### config.mk
export PLATFORM = sky130hd
export DESIGN_NAME = link_status_gen
export DESIGN_NICKNAME = d
export VERILOG_FILES = /design/src/rtl/lsg_pkg.sv /design/src/rtl/lsg_ctrl_reg.sv /design/src/rtl/lsg_src_sel.sv /design/src/rtl/lsg_holdoff.sv /design/src/rtl/lsg_pin_demux.sv /design/src/rtl/link_status_gen.sv
export SDC_FILE = /design/constraint.sdc
export NUM_CORES = 1
export LEC_CHECK = 0
export CAP_MARGIN = 20
export CELL_PAD_IN_SITES_DETAIL_PLACEMENT = 1
export CELL_PAD_IN_SITES_GLOBAL_PLACEMENT = 1
export CORE_MARGIN = 2
export CORE_UTILIZATION = 35
export CTS_CLUSTER_SIZE = 14
export DETAILED_ROUTE_END_ITERATION = 8
export PLACE_DENSITY_LB_ADDON = 0.1
export SYNTH_ARGS = -nofsm -noshare
export SYNTH_HDL_FRONTEND = slang
export SYNTH_HIERARCHICAL = 1
export SYNTH_SLANG_ARGS = --single-unit
### constraint.sdc
create_clock -name clk_i -period 3.6 [get_ports clk_i]
set_input_delay 0.36 -clock clk_i [delete_from_list [all_inputs] [get_ports clk_i]]
set_output_delay 0.36 -clock clk_i [all_outputs]
set_load 0.01 [all_outputs]
### src/rtl/lsg_pkg.sv
package lsg_pkg;
  typedef enum logic [1:0] {
    MODE_FIXED = 2'b00,
    MODE_PLCA  = 2'b01,
    MODE_SEM   = 2'b10,
    MODE_ACT   = 2'b11
  } ls_mode_e;

  typedef struct packed {
    logic [2:0] pin_sel;
    ls_mode_e   mode;
    logic [1:0] hold_sel;
    logic       sem;
  } lsg_ctrl_t;
endpackage

### src/rtl/lsg_ctrl_reg.sv
module lsg_ctrl_reg
  import lsg_pkg::*;
#(
  parameter int unsigned ADDR_W   = 16,
  parameter int unsigned DATA_W   = 16,
  parameter logic [ADDR_W-1:0] REG_ADDR = 16'h0012
) (
  input  logic              clk_i,
  input  logic              rst_ni,
  input  logic              bus_we_i,
  input  logic [ADDR_W-1:0] bus_addr_i,
  input  logic [DATA_W-1:0] bus_wdata_i,
  output logic [DATA_W-1:0] bus_rdata_o,
  output lsg_ctrl_t         ctrl_o
);
  localparam int unsigned GAP_W = DATA_W - 8;

  lsg_ctrl_t ctrl_q;
  logic      hit;

  assign hit = (bus_addr_i == REG_ADDR);

  always_ff @(posedge clk_i or negedge rst_ni) begin
    if (!rst_ni) begin
      ctrl_q <= '0;
    end else if (bus_we_i && hit) begin
      ctrl_q.pin_sel  <= bus_wdata_i[15:13];
      ctrl_q.mode     <= ls_mode_e'(bus_wdata_i[12:11]);
      ctrl_q.hold_sel <= bus_wdata_i[10:9];
      ctrl_q.sem      <= bus_wdata_i[0];
    end
  end

  always_comb begin
    bus_rdata_o = '0;
    if (hit) begin
      bus_rdata_o = {ctrl_q.pin_sel, ctrl_q.mode, ctrl_q.hold_sel, {GAP_W{1'b0}}, ctrl_q.sem};
    end
  end

  assign ctrl_o = ctrl_q;

  // accepted write lands in the register
  p_write_r2: assert property (@(posedge clk_i) disable iff (!rst_ni)
    (bus_we_i && hit) |=> (ctrl_q.sem == $past(bus_wdata_i[0]) &&
                           ctrl_q.pin_sel == $past(bus_wdata_i[15:13])));
  // foreign address leaves register alone
  p_ignore_r2: assert property (@(posedge clk_i) disable iff (!rst_ni)
    (!(bus_we_i && hit)) |=> $stable(ctrl_q));
endmodule

### src/rtl/lsg_src_sel.sv
module lsg_src_sel
  import lsg_pkg::*;
(
  input  ls_mode_e mode_i,
  input  logic     plca_status_i,
  input  logic     is_coord_i,
  input  logic     beacon_det_i,
  input  logic     pkt_rx_i,
  output logic     timed_o,
  output logic     src_act_o
);
  logic act_src;

  assign act_src = is_coord_i ? pkt_rx_i : beacon_det_i;

  always_comb begin
    timed_o   = 1'b0;
    src_act_o = 1'b0;
    unique case (mode_i)
      MODE_PLCA: begin timed_o = 1'b1; src_act_o = plca_status_i; end
      MODE_ACT:  begin timed_o = 1'b1; src_act_o = act_src;       end
      default:   ;
    endcase
  end
endmodule

### src/rtl/lsg_holdoff.sv
module lsg_holdoff
  import lsg_pkg::*;
#(
  parameter int unsigned HOLD_MS0 = 15,
  parameter int unsigned HOLD_MS1 = 100,
  parameter int unsigned HOLD_MS2 = 500,
  parameter int unsigned HOLD_MS3 = 1000
) (
  input  logic       clk_i,
  input  logic       rst_ni,
  input  ls_mode_e   mode_i,
  input  logic       sem_i,
  input  logic [1:0] hold_sel_i,
  input  logic       timed_i,
  input  logic       src_act_i,
  input  logic       plca_en_i,
  input  logic       tick_i,
  output logic       link_o
);
  // HOLD_MS3 is the largest setting
  localparam int unsigned CNT_W = $clog2(HOLD_MS3 + 1);

  logic [CNT_W-1:0] cnt_q, cnt_nxt, thr;
  logic             link_q;

  always_comb begin
    unique case (hold_sel_i)
      2'd0:    thr = CNT_W'(HOLD_MS0);
      2'd1:    thr = CNT_W'(HOLD_MS1);
      2'd2:    thr = CNT_W'(HOLD_MS2);
      default: thr = CNT_W'(HOLD_MS3);
    endcase
  end

  assign cnt_nxt = cnt_q + 1'b1;

  always_ff @(posedge clk_i or negedge rst_ni) begin
    if (!rst_ni) begin
      link_q <= 1'b0;
      cnt_q  <= '0;
    end else if (!timed_i) begin
      cnt_q  <= '0;
      link_q <= (mode_i == MODE_SEM) ? sem_i : 1'b0;
    end else if (!plca_en_i) begin
      cnt_q  <= '0;
      link_q <= 1'b0;
    end else if (src_act_i) begin
      cnt_q  <= '0;
      link_q <= 1'b1;
    end else if (link_q && tick_i) begin
      if (cnt_nxt >= thr) begin
        cnt_q  <= '0;
        link_q <= 1'b0;
      end else begin
        cnt_q <= cnt_nxt;
      end
    end
  end

  assign link_o = link_q;

  p_fixed_low_r3: assert property (@(posedge clk_i) disable iff (!rst_ni)
    (mode_i == MODE_FIXED) |=> !link_o);
  p_sem_follow_r5: assert property (@(posedge clk_i) disable iff (!rst_ni)
    (mode_i == MODE_SEM) |=> (link_o == $past(sem_i)));
  p_src_rise_r4: assert property (@(posedge clk_i) disable iff (!rst_ni)
    (timed_i && plca_en_i && src_act_i) |=> link_o);
  p_plca_off_r7: assert property (@(posedge clk_i) disable iff (!rst_ni)
    (timed_i && !plca_en_i) |=> !link_o);
  // in a timed mode with PLCA on, a drop only happens on a tick
  p_drop_on_tick_r8: assert property (@(posedge clk_i) disable iff (!rst_ni)
    (timed_i && plca_en_i && link_o && !src_act_i && !tick_i) |=> link_o);
  p_cnt_bound_r8: assert property (@(posedge clk_i) disable iff (!rst_ni)
    cnt_q < thr || !link_o || !timed_i);
endmodule

### src/rtl/lsg_pin_demux.sv
module lsg_pin_demux #(
  parameter int unsigned NUM_PINS = 3,
  parameter int unsigned SEL_W    = 3,
  parameter int unsigned ALT_IDX  = 1
) (
  input  logic                clk_i,
  input  logic                rst_ni,
  input  logic [SEL_W-1:0]    pin_sel_i,
  input  logic                link_i,
  input  logic                gpio_alt_i,
  output logic [NUM_PINS-1:0] pin_o
);
  logic [NUM_PINS-1:0] hit;

  for (genvar i = 0; i < NUM_PINS; i++) begin : g_pin
    // code 0 is off, code i+1 drives pin i
    assign hit[i] = (pin_sel_i == SEL_W'(i + 1));
    if (i == ALT_IDX) begin : g_shared
      assign pin_o[i] = hit[i] ? link_i : gpio_alt_i;
    end else begin : g_plain
      assign pin_o[i] = hit[i] & link_i;
    end
  end

  p_one_pin_r9: assert property (@(posedge clk_i) disable iff (!rst_ni)
    $onehot0(hit));
  p_off_codes_r10: assert property (@(posedge clk_i) disable iff (!rst_ni)
    (pin_sel_i == '0 || pin_sel_i > SEL_W'(NUM_PINS)) |-> (hit == '0));
endmodule

### src/rtl/link_status_gen.sv
module link_status_gen
  import lsg_pkg::*;
#(
  parameter int unsigned ADDR_W   = 16,
  parameter logic [ADDR_W-1:0] REG_ADDR = 16'h0012,
  parameter int unsigned NUM_PINS = 3,
  parameter int unsigned HOLD_MS0 = 15,
  parameter int unsigned HOLD_MS1 = 100,
  parameter int unsigned HOLD_MS2 = 500,
  parameter int unsigned HOLD_MS3 = 1000
) (
  input  logic                clk_i,
  input  logic                rst_ni,
  input  logic                bus_we_i,
  input  logic [ADDR_W-1:0]   bus_addr_i,
  input  logic [15:0]         bus_wdata_i,
  output logic [15:0]         bus_rdata_o,
  input  logic                tick_1ms_i,
  input  logic                plca_en_i,
  input  logic                plca_status_i,
  input  logic                is_coord_i,
  input  logic                beacon_det_i,
  input  logic                pkt_rx_i,
  input  logic                gpio_alt_i,
  output logic                link_o,
  output logic [NUM_PINS-1:0] pin_o
);
  lsg_ctrl_t ctrl;
  logic      timed, src_act, link;

  lsg_ctrl_reg #(.ADDR_W(ADDR_W), .DATA_W(16), .REG_ADDR(REG_ADDR)) u_reg (
    .clk_i, .rst_ni, .bus_we_i, .bus_addr_i, .bus_wdata_i, .bus_rdata_o,
    .ctrl_o(ctrl)
  );

  lsg_src_sel u_src (
    .mode_i(ctrl.mode), .plca_status_i, .is_coord_i, .beacon_det_i, .pkt_rx_i,
    .timed_o(timed), .src_act_o(src_act)
  );

  lsg_holdoff #(
    .HOLD_MS0(HOLD_MS0), .HOLD_MS1(HOLD_MS1), .HOLD_MS2(HOLD_MS2), .HOLD_MS3(HOLD_MS3)
  ) u_hold (
    .clk_i, .rst_ni, .mode_i(ctrl.mode), .sem_i(ctrl.sem), .hold_sel_i(ctrl.hold_sel),
    .timed_i(timed), .src_act_i(src_act), .plca_en_i, .tick_i(tick_1ms_i),
    .link_o(link)
  );

  lsg_pin_demux #(.NUM_PINS(NUM_PINS), .SEL_W(3), .ALT_IDX(1)) u_pins (
    .clk_i, .rst_ni, .pin_sel_i(ctrl.pin_sel), .link_i(link), .gpio_alt_i,
    .pin_o
  );

  assign link_o = link;
endmodule

Yosys cells after proc, flatten, opt, wreduce, memory -nomap -nowiden
Index checks and enable logic that the tools add are counted.
{ "totals": {"elab_cells": 43, "ff_bits": 19, "in_bits": 42, "output_inout_bits": 20} }
{ "op_classes": {"mux": 17, "bitwise": 2, "magnitude_cmp": 1, "n_reduce_logical": 5, "n_eq_ne": 11, "addsub": 1} }
{ "ops": {"columns": ["op", "count"], "rows": [
  ["10-bit 2-to-1 mux", 5],
  ["10-bit case mux with 3 select lines", 1],
  ["16-bit by 5-bit == test with 1-bit output, second input constant", 1],
  ["16-bit 2-to-1 mux", 1],
  ["10-bit by 1-bit adder with 10-bit output, second input constant", 1],
  ["10-bit >= comparator", 1],
  ["1-bit 2-to-1 mux", 9],
  ["4-bit != test, second input constant", 2],
  ["2-bit == test, second input constant", 3],
  ["3-bit by 2-bit == test with 1-bit output, second input constant", 2],
  ["2-bit by 1-bit == test with 1-bit output, second input constant", 2],
  ["3-bit by 1-bit == test with 1-bit output, second input constant", 1],
  ["1-bit AND", 2],
  ["1-bit logical AND", 2],
  ["2-bit logical NOT", 1],
  ["1-bit case mux with 2 select lines", 1],
  ["2-bit AND reduction", 1],
  ["2-bit OR reduction", 1]
]} }

Depth between registers and ports, before layout
Gate-level depths: netlist of run 1.
{ "logic_depth": {"depth_word": 8, "ltp_mapped": 12, "ltp_nobuf": 11} }

Modules after synthesis
Netlist of run 1, hierarchy kept.
{ "modules_own_cells": {"columns": ["mod", "area_per_inst_um2", "cells_each", "seq_area_each_um2", "instances"], "rows": [
  ["lsg_holdoff", 963.4, 109, 275.3, 1],
  ["lsg_ctrl_reg", 526.8, 40, 200.2, 1],
  ["lsg_pin_demux", 43.8, 5, 0.0, 1],
  ["lsg_src_sel", 23.8, 4, 0.0, 1]
]} }

Least setup slack after synthesis of run 1
No wires, ideal clock.
{ "synth_path": {"kind": "reg2reg", "start": "register u_hold.cnt_q[2]", "end": "register u_hold.cnt_q[7]", "setup_ps": 96, "required_time_ps": 3504, "t_arrival_ps": 2265, "path_slack_ps": 1239, "path_stages_with_launch": 13, "path_cell_list": "dfrtp_1 buf_6 and3_4 nand2_4 or3_1 xor2_1 inv_1 ha_1 o21ai_0 nor2_1 nor4_4 o21ai_1 o31ai_1"} }
{ "synth_between": {"elab_chain_len": 7} }
{ "synth_rtl": {"columns": ["element", "line_no", "rtl"], "rows": [
  ["start, declared", "lsg_holdoff.sv:23", "logic [CNT_W-1:0] cnt_q, cnt_nxt, thr;"],
  ["start signal, assigned", "lsg_holdoff.sv:55", "cnt_q <= cnt_nxt;"],
  ["10-bit by 1-bit adder with 10-bit output (*)", "lsg_holdoff.sv:35", "assign cnt_nxt = cnt_q + 1'b1;"],
  ["10-bit >= comparator", "lsg_holdoff.sv:51", "if (cnt_nxt >= thr) begin"],
  ["10-bit 2-to-1 mux (*)", "lsg_holdoff.sv:51", null],
  ["10-bit 2-to-1 mux (*)", "lsg_holdoff.sv:50", "end else if (link_q && tick_i) begin"],
  ["10-bit 2-to-1 mux (*)", "lsg_holdoff.sv:47", "end else if (src_act_i) begin"],
  ["10-bit 2-to-1 mux (*)", "lsg_holdoff.sv:44", "end else if (!plca_en_i) begin"],
  ["10-bit 2-to-1 mux (*)", "lsg_holdoff.sv:41", "end else if (!timed_i) begin"]
]} }
Mark *: on every way between the ends. The rest lies on a longest branch, timed or not. The select of a mux whose other input is x is not followed.
A chain may end at the register's enable or synchronous reset.

Final worst setup path of run 1
{ "layout_path": {"start": "register u_hold.cnt_q[2]", "end": "register u_hold.cnt_q[9]"} }
Same word-level chain as after synthesis.

==> impl_summary.txt, run 1 <==
----------------------------------------------------
[Layout]
  Synth-to-layout area growth ... 32.4%
  Final Non-Filler Cells ... 255
  Diodes inserted ... 0
  Fraction of layout instances using a drive strength above 1 ... 0.158
  Fillers ... 512
  Number of nets at the end of the flow ... 261

[CTS]
  TritonCTS clock tree ... built
  Setup bufs post-CTS ... 0
  Clock sinks ... 19
  Buffer type at the clock tree root ... clkbuf_8
  CTS clock-pin slew for the worst setup and hold paths ... 0.07 ns
  Clock Path Buffers ... 2
  Num CTS Buffers ... 3
  Insertion delay of the later-clocked pin in the worst-skew pair ... 0.25 ns
  Total of hold buffers inserted after clock tree synthesis ... 0
  Gates resized, CTS repair ... 0
  Count of H-tree levels built during CTS ... 1

[Setup path]
  R2R Path Start ... u_hold/cnt_q[2]
  Setup slack, reg-to-reg ... 0.76 ns
  Count of cells along the worst register-to-register path ... 11
  Slowest stage cell on the critical path ... dfrtp_1
  Required time at the endpoint of the critical path ... 3.76 ns
  CP arrival ... 3.00 ns
  Critical Setup Path Class ... reg2reg
  Max FO, Critical Path ... 8
  CP Capture Type ... flip-flop
  Cell chain of the critical path ... and3_4 -> nand2_4 -> or3_1 -> xor2_1 -> inv_1 -> ha_1 -> o21ai_0 -> nor2_1 -> nor4_4 -> o21ai_1 -> o31ai_1
  R2r endpoint ... u_hold/cnt_q[9]
  Startpoint types ... flip-flop
  Longest individual stage delay on the worst path ... 0.49 ns

[Global route]
  Vias in the first global route ... 1486
  First-pass GRT wire length ... 6830 um
  Antenna violations before repair ... 0
  Overall global routing resource usage ... 0.168
  Global route total overflow ... 0
  Largest net degree at the start of global routing ... 20

[Die]
  Initial core utilization ... 0.360
  Die boundary width ... 70.7 um
  Core area ... 0.00432 mm^2
  Ports placed on the boundary ... 62
  Number of placement rows ... 24
  Die Area ... 0.00500 mm^2
  Vertical extent of the die ... 70.7 um

[Place]
  Post-detail-place hpwl ... 3260 um
  Cell Count Post-Placement ... 251
  Worst Setup Slack post-DPL ... 0.786 ns
  Global placer's final weighted congestion ... 0.708
  Port Buffer Count ... 45

[STA]
  Maximum clock skew at final layout ... 0.00278 ns
  Relative slew margins ... 0.415
  Number of pins exceeding their max-slew limit in the final report ... 0
  Smallest hold slack ... 0.515 ns
  Slew of the pin with the lowest slew margin ... 0.875 ns
  Count of endpoints failing hold in the final timing report ... 0
  Minimum setup slack in the final design ... 0.761 ns
  Max frequency ... 352 MHz
  Fin crit period ... 2.84 ns
  Unrepaired setup endpoints after global routing ... false
  Total negative setup slack ... 0 ns
  Final setup viols ... 0
  Final cycle utilization of the critical path ... 0.789

[Job]
  Max-cap viol count ... 0

[Logic synthesis]
  Cell area after synthesis ... 0.00156 mm^2
  Synth warnings ... 6
  Average footprint of a synthesized cell ... 9.86 um^2
  Post-synthesis register bit count ... 19
  Share of synthesized area occupied by flip-flops and latches ... 0.305
  Synth unique cells ... 41
  Post-synthesis cell count ... 158
  Synth area leaders ... dfrtp_1 31%, ha_1 12%, mux2_4 8.7%
  Library cell occupying the most area in the post-synthesis netlist ... dfrtp_1
  Share of Yosys cell area claimed by the top area cell type ... 0.305

[Drt]
  Post-detailed-routing wire length ... 3930 um
  Via Count ... 1298
  Vias/cell ... 5.09
  WL per Instance ... 15.4 um
  Remaining design rule violation count ... 0
  Count of routing violations after the opening detailed-route iteration ... 90
  Number of detailed-route iterations in the first pass ... 4
  Count of nets left with antenna violations after detail routing ... 0

[Hold path]
  Start point of the worst min-delay path ... u_hold/cnt_q[9]
  Kind of path behind the tightest hold check ... reg2reg
  Worst hold path stage count ... 2
  Worst Hold Endpoint ... u_hold/cnt_q[9]

[Power]
  Peak supply drop ... 0.000102 V
  Power consumption ... 415 uW
  Leakage dissipation ... 0.907 nW
  Power density cells ... 201 mW/mm^2

[Run status]
  Result of the run ... complete, no violations

----------------------------------------------------
## power breakdown
group	leakage (nW)	internal (mW)	switching, mW	total, mW
logic	0.619	0.0350	0.0163	0.0513
clock network	0.0228	0.0786	0.0718	0.150
registers	0.266	0.213	0.0000519	0.213
## worst max-delay path: cells and delay by family, from the launching register on
| family | cells | cell delay [ns] |
|---|---|---|
| simple gates | 5 | 1.03 |
| flops | 1 | 0.49 |
| xor+xnor | 1 | 0.22 |
| compound gates | 3 | 0.62 |
| buf+inv | 1 | 0.09 |
| fa+ha+maj | 1 | 0.31 |
## final cells by class
cell class	instances	area (um^2)	area share
inverter	10	37.5	0.0182
multi-input combinational	124	981	0.476
sequential	19	475	0.231
tap	52	65.1	0.0316
clock buffer	4	45.0	0.0218
timing repair buffer	46	458	0.222
## through the flow
step | area [um^2] | utilization
finish | 2060 | 0.477
global route | 2060 | 0.477
CTS | 2060 | 0.477
detailed placement | 2020 | 0.466
global placement | 2020 | 0.466
floorplan | 1580 | -
## layout by cell type (no fill, tap or decap), types with 3 or more instances in the layout
cell	instances
xnor2_1	5
clkdlybuf4s50_1	45
o21ai_0	6
inv_1	10
nand3_1	5
dfrtp_1	19
clkbuf_8	3
a211oi_1	3
mux2_4	9
nor3_1	3
nor2_1	6
and2_2	9
nand2_1	18
conb_1	8
o211ai_1	5
ha_1	15
## registers in the layout, summed over array words and instances (netlist names)
| register | cells |
|---|---|
| u_hold/link_o | 1 |
| u_hold/cnt_q | 10 |
| u_reg/ctrl_o | 8 |
## cell usage after synthesis
| cell type | instances |
|---|---|
| a211oi_1 | 3 |
| mux2i_1 | 1 |
| mux2_4 | 9 |
| nor4_1 | 2 |
| and3_4 | 1 |
| nor4b_2 | 2 |
| nand4_1 | 1 |
| dfrtp_1 | 19 |
| nor4_4 | 1 |
| o2111ai_1 | 2 |
| a31oi_1 | 2 |
| nor2_1 | 6 |
| buf_6 | 2 |
| and2_2 | 9 |
| o22ai_1 | 1 |
| o211ai_1 | 5 |
| a2bb2oi_2 | 1 |
| nand2_8 | 1 |
| o21ai_1 | 2 |
| nor3_1 | 3 |
| nand2b_1 | 2 |
| nand3_1 | 5 |
| o21ai_0 | 6 |
| nor3b_2 | 1 |
| xor2_1 | 2 |
| and4_1 | 1 |
| xnor2_1 | 5 |
| clkbuf_1 | 2 |
| ha_1 | 15 |
| a211oi_2 | 1 |
| conb_1 | 1 |
| a41oi_1 | 1 |
| or3_1 | 1 |
| nand2_4 | 1 |
| o31ai_1 | 2 |
| nor3b_1 | 1 |
| inv_1 | 10 |
| nand2_1 | 18 |
| or2_2 | 1 |
| a21oi_1 | 1 |
| buf_4 | 8 |
## metal layers
layer | track usage | vias up | wire (um)
met5 | 0 | - | 0
met4 | 0.0377 | 0 | 23
met3 | 0.0456 | 4 | 246
met2 | 0.295 | 37 | 2000
met1 | 0.205 | 626 | 1660
li1 | - | 631 | -
## how the worst max path moves through the flow
stage | start | cells past startpoint | slack (ns) | end
3_5_place_dp | u_hold/cnt_q[2] | 11 | 0.79 | u_hold/cnt_q[9]
5_1_grt | u_hold/cnt_q[2] | 11 | 0.50 | u_hold/cnt_q[9]
4_1_cts | u_hold/cnt_q[2] | 11 | 0.76 | u_hold/cnt_q[9]
3_3_place_gp | u_hold/cnt_q[2] | 11 | 0.84 | u_hold/cnt_q[7]
6_report | u_hold/cnt_q[2] | 11 | 0.76 | u_hold/cnt_q[9]
2_1_floorplan | u_hold/cnt_q[2] | 12 | 1.24 | u_hold/cnt_q[7]
## cell families (layout without fill, tap and decap cells)
family,Yosys count,after routing,share of synthesized area
buffers and inverters,22,60,0.0819
muxes,10,10,0.0932
AOI/OAI and AO/OA,27,27,0.124
xor gates and xnor gates,7,7,0.0394
DFF,19,19,0.305
adders and majority gates,15,15,0.120
and+or+nand+nor,57,57,0.234
other,1,8,0.00241
(Power assumes the default switching activity.)
==> run 2, diff against run 1 <==
--- a/config.mk
+++ b/config.mk
@@ -9,7 +9,7 @@
 export CELL_PAD_IN_SITES_DETAIL_PLACEMENT = 1
 export CELL_PAD_IN_SITES_GLOBAL_PLACEMENT = 1
 export CORE_MARGIN = 2
-export CORE_UTILIZATION = 35
+export CORE_UTILIZATION = 29
 export CTS_CLUSTER_SIZE = 14
 export DETAILED_ROUTE_END_ITERATION = 8
 export PLACE_DENSITY_LB_ADDON = 0.1
==> constraint.sdc (replaced) <==
create_clock -name clk_i -period 2.4 [get_ports clk_i]
set_input_delay 0.24 -clock clk_i [delete_from_list [all_inputs] [get_ports clk_i]]
set_output_delay 0.24 -clock clk_i [all_outputs]
set_load 0.01 [all_outputs]
==> run 2 against run 1 <==
  * The run now ends with negative setup slack left
  * Via count grew 6.7%
  * Sequential power grew 50%
  * Count of clock-buffer cells in the layout shrank 1
  * First-iteration DRC count shrank 87%
  * Die area grew 19%
  * Routed wire length grew 10%
  * Clock skew is essentially flat
  * Final cell count grew 18%
  * Sequential share of layout area shrank 3.8 points
  * Non-clock buffer count grew 27
  * Power grew 50%
  * Critical path type unchanged
  * Critical endpoint is now u_hold/cnt_q[5]
  * Largest power group unchanged
==> impl_summary.txt, run 2 (synthesis gave the netlist of run 1 again) <==
----------------------------------------------------
[CTS]
  Num CTS Buffers ... 3 (unchanged)
  Insertion delay of the later-clocked pin in the worst-skew pair ... 0.26 ns (about the same)
  TritonCTS clock tree ... built
  CTS clock-pin slew for the worst setup and hold paths ... 0.07 ns (about the same)
  Count of H-tree levels built during CTS ... 1 (unchanged)
  Total of hold buffers inserted after clock tree synthesis ... 0 (unchanged)
  Clock Path Buffers ... 2 (unchanged)
  Clock sinks ... 19 (unchanged)
  Buffer type at the clock tree root ... clkbuf_8

[Setup path]
  Max FO, Critical Path ... 3 (-5)
  End of the critical path ... u_hold/cnt_q[5]
  Launching instance or port of the critical path ... u_hold/cnt_q[0]
  CP arrival ... 2.57 ns (-0.43 ns)
  Startpoint types ... flip-flop
  Count of cells along the worst register-to-register path ... 11 (unchanged)
  CP Capture Type ... flip-flop
  Number of buffers and inverters on the critical path ... 1 (unchanged)
  R2R Path Start ... u_hold/cnt_q[0]
  CP dominant cell by count ... o211ai_1
  Required time at the endpoint of the critical path ... 2.57 ns (-1.19 ns)
  Longest individual stage delay on the worst path ... 0.38 ns (-0.11 ns)
  R2r endpoint ... u_hold/cnt_q[5]
  Setup slack, reg-to-reg ... -0.001 ns (-0.76 ns)
  Cell chain of the critical path ... and2_4 -> nand2_4 -> or3_4 -> xor2_4 -> inv_2 -> ha_4 -> o21ai_2 -> nor2_2 -> nor4_4 -> o211ai_1 -> o211ai_1
  Slowest stage cell on the critical path ... dfrtp_1
  Critical Setup Path Class ... reg2reg
  Kind of cell adding the most delay to the critical path ... simple AND/OR/NAND/NOR gates
  Levels on crit path ... 11 (unchanged)

[Drt]
  Total routed wire length on the met1 layer ... 1690 um (+1.8%)
  Remaining design rule violation count ... 0 (unchanged)
  Post-detailed-routing wire length ... 4330 um (+10%)
  Vias/cell ... 4.62 (-9.3%)
  WL per Instance ... 14.4 um (-6.4%)
  Top routing layer used ... met4
  Met3 routed WL ... 251 um (+2.0%)
  Count of routing violations after the opening detailed-route iteration ... 12 (-87%)
  Count of nets left with antenna violations after detail routing ... 0 (unchanged)
  Number of detailed-route iterations in the first pass ... 2 (-2)
  Via Count ... 1385 (+6.7%)
  Routed wl met2 ... 2350 um (+18%)

[Power]
  Net switching power figure ... 132 uW (+49%)
  Peak supply drop ... 0.000161 V (+58%)
  Total internal power ... 489 uW (+50%)
  Power density cells ... 252 mW/mm^2 (+25%)
  Portion of total power attributed to sequential cells ... 0.516 (+0.002)
  Switching share of total power ... 0.212 (-0.000284)
  Clock group share of total power ... 0.359 (-0.003)
  Proportion of power drawn by combinational gates ... 0.125 (about the same)
  Leakage dissipation ... 1.10 nW (+21%)
  Power consumption ... 621 uW (+50%)

[Job]
  Max-cap viol count ... 0 (unchanged)

[Layout]
  Synth-to-layout area growth ... 58.3%
  Most used cells in the layout excluding fill and tap cells ... 45 x clkdlybuf4s50_1, 26 x buf_4, 19 x dfrtp_1
  Most common library cell in the layout ignoring fill and taps ... clkdlybuf4s50_1
  Area of all placed cells without fillers ... 0.00247 mm^2 (+20%)
  Register name with the most flops ... u_hold/cnt_q
  Flip-flop count of the largest register after layout ... 10 (unchanged)
  Diodes inserted ... 0 (unchanged)
  Number of nets at the end of the flow ... 288 (+10%)
  Fraction of layout instances using a drive strength above 1 ... 0.352 (+0.195)

[STA]
  Max frequency ... 416 MHz (+18%)
  Unrepaired setup endpoints after global routing ... true
  Total negative setup slack ... -0.000986 ns (-0.000986 ns)
  Maximum clock skew at final layout ... 0.00327 ns (+0.000490 ns)
  Minimum setup slack in the final design ... -0.000986 ns (-0.762 ns)
  Number of pins exceeding their max-slew limit in the final report ... 0 (unchanged)
  Fin crit period ... 2.40 ns (-0.438 ns)
  Count of endpoints failing hold in the final timing report ... 0 (unchanged)
  Final setup viols ... 1 (+1)
  Final cycle utilization of the critical path ... 1.00 (+0.212)

[Place]
  Port Buffer Count ... 45 (unchanged)
  Post-detail-place hpwl ... 3460 um (+6.2%)
  Global placer's final weighted congestion ... 0.842 (+19%)
  Worst Setup Slack post-DPL ... -0.179 ns (-0.965 ns)
  Post-placement cell area ... 0.00219 mm^2 (+8.8%)

[Die]
  Vertical extent of the die ... 77.3 um (+9.3%)
  Die boundary width ... 77.3 um (+9.3%)
  Initial core utilization ... 0.303 (-0.0572)
  Die Area ... 0.00597 mm^2 (+19%)
  Number of placement rows ... 26 (+8.3%)
  Core area ... 0.00514 mm^2 (+19%)
  Ports placed on the boundary ... 62 (unchanged)

[Global route]
  Global route total overflow ... 0 (unchanged)
  Antenna violations before repair ... 0 (unchanged)
  Vias in the first global route ... 1511 (+1.7%)
  First-pass GRT wire length ... 7040 um (+3.0%)
  Largest net degree at the start of global routing ... 20 (unchanged)
  Overall global routing resource usage ... 0.146 (-0.0221)

[Hold path]
  Kind of path behind the tightest hold check ... in2async

[Run status]
  Result of the run ... finished with violations
  Failing checks ... negative setup slack

----------------------------------------------------
run 2: worst min path at each step:
stage                    startpoint         endpoint  slack, ns
floorplan                    rst_ni  u_hold/cnt_q[0]      -0.06
global placement    u_hold/cnt_q[9]  u_hold/cnt_q[9]       0.49
detailed placement  u_hold/cnt_q[9]  u_hold/cnt_q[9]       0.50
CTS                          rst_ni  u_hold/cnt_q[4]       0.33
global route                 rst_ni  u_hold/cnt_q[3]       0.33
finish                       rst_ni  u_hold/cnt_q[4]       0.32
run 2: stage by stage:
step | instances | hold WS, ns | util
finish | 300 | 0.323 | 0.480
CTS | 294 | 0.328 | 0.454
global route | 300 | 0.334 | 0.480
floorplan | 165 | -0.0556 | -
global placement | 288 | 0.492 | 0.427
detailed placement | 288 | 0.503 | 0.427
run 2: power by group through the flow:
| stage | combinational (mW) | sequential, mW | clock [mW] |
|---|---|---|---|
| after global routing | 0.0841 | 0.320 | 0.250 |
| after floorplan | 0.0210 | 0.326 | 0 |
| final | 0.0775 | 0.320 | 0.223 |
| after detailed placement | 0.0783 | 0.326 | 0 |
| after global placement | 0.0767 | 0.326 | 0 |
| after CTS | 0.0786 | 0.320 | 0.233 |
run 2: worst register-to-register path: cells and delay by family (launching register included):
| kind | cells | cell delay [ns] |
|---|---|---|
| flops | 1 | 0.38 |
| buf+inv | 1 | 0.07 |
| xor+xnor | 1 | 0.17 |
| fa+ha+maj | 1 | 0.25 |
| compound gates | 3 | 0.53 |
| simple gates | 5 | 0.91 |
run 2: routing by layer:
metal  up-vias  track usage
met2        41        0.257
met3         4       0.0435
met5         -            0
met4         0       0.0321
li1        687            -
met1       653        0.173
run 2: layout make-up:
type,instances,area (um^2)
fill,618,2670
multi-input combinational,124,1140
timing repair buffer,73,677
sequential,19,475
tap,70,87.6
clock buffer,3,41.3
inverter,10,37.5
clock inverter,1,5.00
run 2: timing repair:
item                       4_1_cts  5_1_grt
setup buffers                    2        6
setup endpoints to repair       11        9
pin swaps                        4        8
cloned                           0        0
resized for setup               13       17
